--- config.mk ---
export PLATFORM = sky130hd
export DESIGN_NAME = stk_exec_unit
export DESIGN_NICKNAME = d
export VERILOG_FILES = /design/src/rtl/stk_pkg.sv /design/src/rtl/stk_regfile.sv /design/src/rtl/stk_alu.sv /design/src/rtl/stk_divider.sv /design/src/rtl/stk_exec_unit.sv
export SDC_FILE = /design/constraint.sdc
export NUM_CORES = 2
export LEC_CHECK = 0
export BUFFER_PORTS_ARGS = -buffer_cell sky130_fd_sc_hd__buf_2
export CAP_MARGIN = 40
export CORE_MARGIN = 1
export CORE_UTILIZATION = 60
export CTS_CLUSTER_DIAMETER = 30
export DETAILED_ROUTE_END_ITERATION = 6
export PLACE_DENSITY = 0.77
export RECOVER_POWER = 25
export SYNTH_ARGS = -nofsm -noshare
export SYNTH_HDL_FRONTEND = slang
export SYNTH_SLANG_ARGS = --single-unit
--- constraint.sdc ---
create_clock -name clk_i -period 26.4 [get_ports clk_i]
set_clock_uncertainty 0.1 [all_clocks]
set_input_delay 2.64 -clock clk_i [delete_from_list [all_inputs] [get_ports clk_i]]
set_output_delay 2.64 -clock clk_i [all_outputs]
set_load 0.01 [all_outputs]
--- src/rtl/stk_pkg.sv ---
package stk_pkg;
  typedef enum logic [2:0] {
    OP_PUSH = 3'd0,
    OP_POP  = 3'd1,
    OP_ADD  = 3'd2,
    OP_SUB  = 3'd3,
    OP_MUL  = 3'd4,
    OP_DIV  = 3'd5,
    OP_NOP6 = 3'd6,
    OP_NOP7 = 3'd7
  } stk_op_e;
endpackage

--- src/rtl/stk_regfile.sv ---
module stk_regfile #(
  parameter int DATA_W = 32,
  parameter int DEPTH  = 16,
  localparam int IDX_W = $clog2(DEPTH)
) (
  input  logic              clk_i,
  input  logic              rst_ni,
  input  logic              we_i,
  input  logic [IDX_W-1:0]  waddr_i,
  input  logic [DATA_W-1:0] wdata_i,
  input  logic [IDX_W-1:0]  raddr_a_i,
  output logic [DATA_W-1:0] rdata_a_o,
  input  logic [IDX_W-1:0]  raddr_b_i,
  output logic [DATA_W-1:0] rdata_b_o
);
  logic [DATA_W-1:0] mem_q [DEPTH];

  for (genvar g = 0; g < DEPTH; g++) begin : g_entry
    always_ff @(posedge clk_i or negedge rst_ni) begin
      if (!rst_ni)                                   mem_q[g] <= '0;
      else if (we_i && waddr_i == IDX_W'(g))         mem_q[g] <= wdata_i;
    end
  end

  assign rdata_a_o = mem_q[raddr_a_i];
  assign rdata_b_o = mem_q[raddr_b_i];
endmodule

--- src/rtl/stk_alu.sv ---
module stk_alu
  import stk_pkg::*;
#(
  parameter int DATA_W = 32
) (
  input  stk_op_e           op_i,
  input  logic [DATA_W-1:0] nos_i,
  input  logic [DATA_W-1:0] tos_i,
  output logic [DATA_W-1:0] res_o
);
  logic [2*DATA_W-1:0] prod;
  assign prod = nos_i * tos_i;

  always_comb begin
    unique case (op_i)
      OP_ADD:  res_o = nos_i + tos_i;
      OP_SUB:  res_o = nos_i - tos_i;
      OP_MUL:  res_o = prod[DATA_W-1:0];
      default: res_o = '0;
    endcase
  end
endmodule

--- src/rtl/stk_divider.sv ---
module stk_divider #(
  parameter int W = 32,
  localparam int CNT_W = $clog2(W + 1)
) (
  input  logic         clk_i,
  input  logic         rst_ni,
  input  logic         start_i,
  input  logic [W-1:0] dividend_i,
  input  logic [W-1:0] divisor_i,
  output logic         busy_o,
  output logic         done_o,
  output logic [W-1:0] quot_o
);
  logic [W-1:0]     rem_q, quo_q, dvs_q;
  logic [CNT_W-1:0] cnt_q;
  logic             busy_q, done_q;
  logic [W:0]       rem_sh, rem_sub;
  logic             ge;

  // restoring step: shift in next dividend bit, subtract if it fits
  assign rem_sh  = {rem_q, quo_q[W-1]};
  assign ge      = rem_sh >= {1'b0, dvs_q};
  assign rem_sub = rem_sh - {1'b0, dvs_q};

  always_ff @(posedge clk_i or negedge rst_ni) begin
    if (!rst_ni) begin
      rem_q <= '0; quo_q <= '0; dvs_q <= '0;
      cnt_q <= '0; busy_q <= 1'b0; done_q <= 1'b0;
    end else if (start_i) begin
      rem_q  <= '0;
      quo_q  <= dividend_i;
      dvs_q  <= divisor_i;
      cnt_q  <= CNT_W'(W);
      busy_q <= 1'b1;
      done_q <= 1'b0;
    end else if (busy_q) begin
      rem_q <= ge ? rem_sub[W-1:0] : rem_sh[W-1:0];
      quo_q <= {quo_q[W-2:0], ge};
      cnt_q <= cnt_q - CNT_W'(1);
      if (cnt_q == CNT_W'(1)) begin
        busy_q <= 1'b0;
        done_q <= 1'b1;
      end
    end else begin
      done_q <= 1'b0;
    end
  end

  assign busy_o = busy_q;
  assign done_o = done_q;
  assign quot_o = quo_q;

  a_r6_done_follows_busy: assert property (@(posedge clk_i) disable iff (!rst_ni)
    done_o |-> $past(busy_q));
  a_r6_done_one_cycle: assert property (@(posedge clk_i) disable iff (!rst_ni)
    done_o |=> !done_o);
endmodule

--- src/rtl/stk_exec_unit.sv ---
module stk_exec_unit
  import stk_pkg::*;
#(
  parameter int DATA_W = 32,
  parameter int DEPTH  = 16,
  localparam int IDX_W = $clog2(DEPTH),
  localparam int CNT_W = $clog2(DEPTH + 1)
) (
  input  logic              clk_i,
  input  logic              rst_ni,
  input  logic              cmd_valid_i,
  output logic              cmd_ready_o,
  input  logic [2:0]        cmd_op_i,
  input  logic [DATA_W-1:0] cmd_data_i,
  output logic              pop_valid_o,
  output logic [DATA_W-1:0] pop_data_o,
  output logic [DATA_W-1:0] tos_o,
  output logic [CNT_W-1:0]  depth_o,
  output logic              ovf_o,
  output logic              unf_o,
  output logic              div_err_o
);
  stk_op_e           op;
  logic [CNT_W-1:0]  depth_q, depth_d;
  logic              pend_q;
  logic              accept, empty, full, has_two;
  logic [DATA_W-1:0] rd_tos, rd_nos, alu_res, quot;
  logic              we;
  logic [IDX_W-1:0]  waddr;
  logic [DATA_W-1:0] wdata;
  logic              div_start, div_busy, div_done;
  logic              ovf_d, unf_d, derr_d, pop_d;
  logic              ovf_q, unf_q, derr_q, pop_q;
  logic [DATA_W-1:0] pop_data_q;

  assign op          = stk_op_e'(cmd_op_i);
  assign cmd_ready_o = !pend_q;
  assign accept      = cmd_valid_i && cmd_ready_o;
  assign empty       = depth_q == '0;
  assign full        = depth_q == CNT_W'(DEPTH);
  assign has_two     = depth_q >= CNT_W'(2);

  stk_regfile #(.DATA_W(DATA_W), .DEPTH(DEPTH)) u_rf (
    .clk_i     (clk_i),
    .rst_ni    (rst_ni),
    .we_i      (we),
    .waddr_i   (waddr),
    .wdata_i   (wdata),
    .raddr_a_i (IDX_W'(depth_q - CNT_W'(1))),
    .rdata_a_o (rd_tos),
    .raddr_b_i (IDX_W'(depth_q - CNT_W'(2))),
    .rdata_b_o (rd_nos)
  );

  stk_alu #(.DATA_W(DATA_W)) u_alu (
    .op_i  (op),
    .nos_i (rd_nos),
    .tos_i (rd_tos),
    .res_o (alu_res)
  );

  stk_divider #(.W(DATA_W)) u_div (
    .clk_i      (clk_i),
    .rst_ni     (rst_ni),
    .start_i    (div_start),
    .dividend_i (rd_nos),
    .divisor_i  (rd_tos),
    .busy_o     (div_busy),
    .done_o     (div_done),
    .quot_o     (quot)
  );

  always_comb begin
    we        = 1'b0;
    waddr     = IDX_W'(depth_q - CNT_W'(2));
    wdata     = alu_res;
    depth_d   = depth_q;
    div_start = 1'b0;
    ovf_d     = 1'b0;
    unf_d     = 1'b0;
    derr_d    = 1'b0;
    pop_d     = 1'b0;
    if (div_done) begin
      we      = 1'b1;
      wdata   = quot;
      depth_d = depth_q - CNT_W'(1);
    end else if (accept) begin
      unique case (op)
        OP_PUSH: begin
          if (full) ovf_d = 1'b1;
          else begin
            we      = 1'b1;
            waddr   = IDX_W'(depth_q);
            wdata   = cmd_data_i;
            depth_d = depth_q + CNT_W'(1);
          end
        end
        OP_POP: begin
          if (empty) unf_d = 1'b1;
          else begin
            pop_d   = 1'b1;
            depth_d = depth_q - CNT_W'(1);
          end
        end
        OP_ADD, OP_SUB, OP_MUL: begin
          if (!has_two) unf_d = 1'b1;
          else begin
            we      = 1'b1;
            depth_d = depth_q - CNT_W'(1);
          end
        end
        OP_DIV: begin
          if (!has_two) unf_d = 1'b1;
          else if (rd_tos == '0) begin
            we      = 1'b1;
            wdata   = '1;
            derr_d  = 1'b1;
            depth_d = depth_q - CNT_W'(1);
          end else begin
            div_start = 1'b1;
          end
        end
        default: ;
      endcase
    end
  end

  always_ff @(posedge clk_i or negedge rst_ni) begin
    if (!rst_ni) begin
      depth_q    <= '0;
      pend_q     <= 1'b0;
      ovf_q      <= 1'b0;
      unf_q      <= 1'b0;
      derr_q     <= 1'b0;
      pop_q      <= 1'b0;
      pop_data_q <= '0;
    end else begin
      depth_q <= depth_d;
      pop_q   <= pop_d;
      if (pop_d) pop_data_q <= rd_tos;
      if (div_start)     pend_q <= 1'b1;
      else if (div_done) pend_q <= 1'b0;
      if (accept) begin
        ovf_q  <= ovf_d;
        unf_q  <= unf_d;
        derr_q <= derr_d;
      end
    end
  end

  assign pop_valid_o = pop_q;
  assign pop_data_o  = pop_data_q;
  assign tos_o       = empty ? '0 : rd_tos;
  assign depth_o     = depth_q;
  assign ovf_o       = ovf_q;
  assign unf_o       = unf_q;
  assign div_err_o   = derr_q;

  a_r2_depth_bound: assert property (@(posedge clk_i) disable iff (!rst_ni)
    depth_q <= CNT_W'(DEPTH));
  a_r2_push_top: assert property (@(posedge clk_i) disable iff (!rst_ni)
    (accept && op == OP_PUSH && !full) |=> (tos_o == $past(cmd_data_i)));
  a_r3_pop_strobe: assert property (@(posedge clk_i) disable iff (!rst_ni)
    pop_valid_o |-> $past(accept) && ($past(cmd_op_i) == 3'd1));
  a_r7_underflow_hold: assert property (@(posedge clk_i) disable iff (!rst_ni)
    (accept && op inside {OP_ADD, OP_SUB, OP_MUL, OP_DIV} && !has_two)
      |=> unf_o && depth_q == $past(depth_q));
  a_r8_overflow_hold: assert property (@(posedge clk_i) disable iff (!rst_ni)
    (accept && op == OP_PUSH && full) |=> ovf_o && $stable(tos_o) && depth_q == CNT_W'(DEPTH));
  a_r6_busy_after_div: assert property (@(posedge clk_i) disable iff (!rst_ni)
    div_start |=> !cmd_ready_o);
  a_r10_flags_onehot: assert property (@(posedge clk_i) disable iff (!rst_ni)
    $onehot0({ovf_o, unf_o, div_err_o}));
endmodule

==> reports/metrics.yaml <==
clock_network:
  cts_buffers: 146
  cts_root_buf: "clkbuf_16"
  cts_hold_buf: 0
  cts_resized: 0
  clk_latency_ns: 0.77
  cts_buffer_depth: 3
  cts_tree: "done"
  cts.sinks: 658
  post_cts_buffers: 0
  cts.reportedPaths.clkPinSlew_ns: 0.04
  h-tree-depth: 4
sta:
  fin_ws_ns: 12.96
  drv_slew: 443
  rsz0062_at_grt: "no"
  maxSlewHeadroom_pct: -237
  fin_tns_setup_ns: 0
  period_share_pct: 50.9
  fin_crit_ns: 13.44
  max_freq_mhz: 74.4
  tightest_slew_ns: 5.06
  hold_viol_final: 0
  finalSetupViolCount: 0
drt:
  dr.pass1.iters: 6
  drt_iter0_drc: 4826
  dr_wl_met3_um: 24000
  maxUsedRoutingLayer: "met5"
  vias: 42100
  viasPerCell: 6.64
  routed_wirelength_um: 181000
  dr_wl_met2_um: 79600
  drtAntennaViolNets: 0
  wl_per_cell_um: 28.6
  drcViolationCount: 0
  drt-met1-wl_um: 65400
layout:
  nFillCells: 6281
  drive_gt1_share_pct: 20.5
  final_nets: 5674
  seq_area_mm2: 0.0165
  area_delta_synth_final_pct: 12.6
  multi_input_area_mm2: 0.0349
global_routing:
  overflow: 0
  track_usage_pct: 40.0
  grt_max_degree: 130
  first_global_vias: 44000
  grt_pass1_wl_um: 275000
  antenna_found_initial: 15
power_and_ir_drop:
  leakagePower_nw: 28.1
  ir_drop_mv: 0.0668
  pwr_density_cell_mw_per_mm2: 49.1
yosys:
  synthCells: 4989
  yosysSeqAreaShare_pct: 29.9
  synth.ff_latch_count: 658
  yosysWarnings: 0
  synth_edf_count: 0
  async_flop_share_pct: 100
  syn-cell-area_mm2: 0.0550
  synth_cell_types: 94
  ys.flop_type: "dfrtp_1"
  syn_area_per_cell_um2: 11.0
  syn_nets: 5634
placement:
  gp_congestion: 1.02
  io_buffers: 111
  place_ws_ns: 14.04
  hpwl_um: 117000
outcome:
  outcome: "finished with violations"
  failed_checks: "max-capacitance violations, max-slew violations"
die:
  rows: 110
  die_h_um: 305
  pin_count: 112
  start_util_pct: 60.8
  dieArea_mm2: 0.0929
  fp.dieW_um: 305
  core_mm2: 0.0904
setup_path:
  cp_slowest_cell: "clkbuf_1"
  required_ns: 26.97
  start_kind: "register"
  crit_path_max_incr_delay_ns: 2.38
  r2r_slack_ns: 12.96
  critPathMaxFanout: 42
  cpMostUsedCell: "fa_1"
  critPathArrivalTime_ns: 14.01
  critPathCaptureType: "register"
  path_class: "register to register"
worst_hold_path:
  hold_path.class: "register to register"
job:
  cap_violations: 8
[placed cells by master, fill, tap and decap left out, types with 45 or more instances in the layout]
master     netlist  final
dfrtp_1        658    654
inv_1          537    537
nor2_1         477    475
nand2_1        437    437
fa_1           410    410
mux2_1         360    360
mux4_2         267    267
ha_1           197    195
a21oi_1        154    153
clkbuf_16        0    147
o21ai_0        144    136
xnor2_1        122    121
mux2_4         117    117
buf_2           86     99
buf_4           42     87
mux2i_1         87     84
mux2_2          71     71
or2_2           50     49
nand3_1         48     48
a21o_1          45     45
[report_power, final]
group	internal (mW)	leakage [nW]	switching, mW
Sequential	1.01	7.61	0
Clock	1.31	2.59	0.659
Combinational	0.0148	17.9	0.0419
Total	2.34	28.1	0.701
[registers in the layout, indices dropped and copies added (netlist names)]
signal,flops
u_div.dvs_q,32
u_div.rem_q,32
pend_q,1
depth_o,5
u_div.quot_o,32
u_div.cnt_q,6
u_rf.mem_q,512
div_err_o,1
pop_data_o,32
pop_valid_o,1
unf_o,1
u_div.done_o,1
ovf_o,1
u_div.busy_o,1
[path summary, 6_finish.rpt]
check	startpoint	depth (start not counted)	end
setup / recovery	depth_o[1]	35	u_rf.mem_q[383]
hold / removal	pop_data_o[24]	2	pop_data_o[24]
setup reg to reg	depth_o[1]	35	u_rf.mem_q[383]
hold reg to reg	pop_data_o[24]	2	pop_data_o[24]
max in group asynchronous	rst_ni	6	u_rf.mem_q[447]
min in group asynchronous	rst_ni	1	pop_data_o[17]
[metal layers]
| layer | vias up | track usage (%) |
|---|---|---|
| met5 | - | 0 |
| met1 | 21300 | 50.4 |
| met3 | 820 | 14.1 |
| met4 | 10 | 24.7 |
| met2 | 2895 | 59.3 |
| li1 | 17100 | - |
[synthesized netlist by cell type (44+ instances only)]
cell type	number	area (µm²)
xor2_1	44	385
inv_1	537	2020
clkbuf_1	153	574
nor2_1	477	1790
mux2_4	117	1760
xnor2_1	122	1070
mux2_2	71	800
buf_2	86	430
or2_2	50	313
mux2i_1	87	871
mux4_2	267	6010
o21ai_0	144	721
nand2_1	437	1640
a21o_1	45	338
dfrtp_1	658	16500
ha_1	197	2460
nand3_1	48	240
mux2_1	360	4050
fa_1	410	8210
a21oi_1	154	771
[logic make-up after synthesis]
| group | share of synthesized area, % |
|---|---|
| buffers and inverters | 6.96 |
| adder cells (fa/ha/maj) | 19.4 |
| flip-flops | 29.9 |
| XOR/XNOR | 2.80 |
| AND/OR/NAND/NOR | 9.55 |
| multiplexers | 24.6 |
| AO/OA/AOI/OAI | 6.71 |
[layout make-up]
class / count / share of cell area [%]
Inverter: 547 / 3.32
Timing Repair Buffer: 229 / 2.71
Tap cell: 1176 / 2.38
Antenna cell: 10 / 0.0404
Sequential cell: 658 / 26.6
Clock buffer: 183 / 6.51
Multi-Input combinational cell: 3447 / 56.3
Clock inverter: 84 / 2.09
[stage by stage]
stage	instances	hold WS [ns]	total power [mW]	utilization, %	instance area, µm²
floorplan	4989	0.350	1.05	-	55000
global route	6326	0.385	3.10	68.5	61900
global placement	6027	0.354	1.08	62.1	56100
detailed placement	6056	0.359	1.08	62.6	56600
CTS	6323	0.369	3.05	68.5	62000
finish	6334	0.364	3.04	68.5	61900
[worst max-delay path: cells and delay by family, from the launching register on]
| family | cells | cell delay [ns] |
|---|---|---|
| DFF | 1 | 0.75 |
| and+or+nand+nor | 4 | 0.49 |
| AOI/OAI and AO/OA | 10 | 3.05 |
| buffers and inverters | 9 | 4.10 |
| adders and majority gates | 9 | 3.45 |
| xor gates and xnor gates | 1 | 0.18 |
| muxes | 2 | 1.06 |
Power figures use the tool's default switching activity.
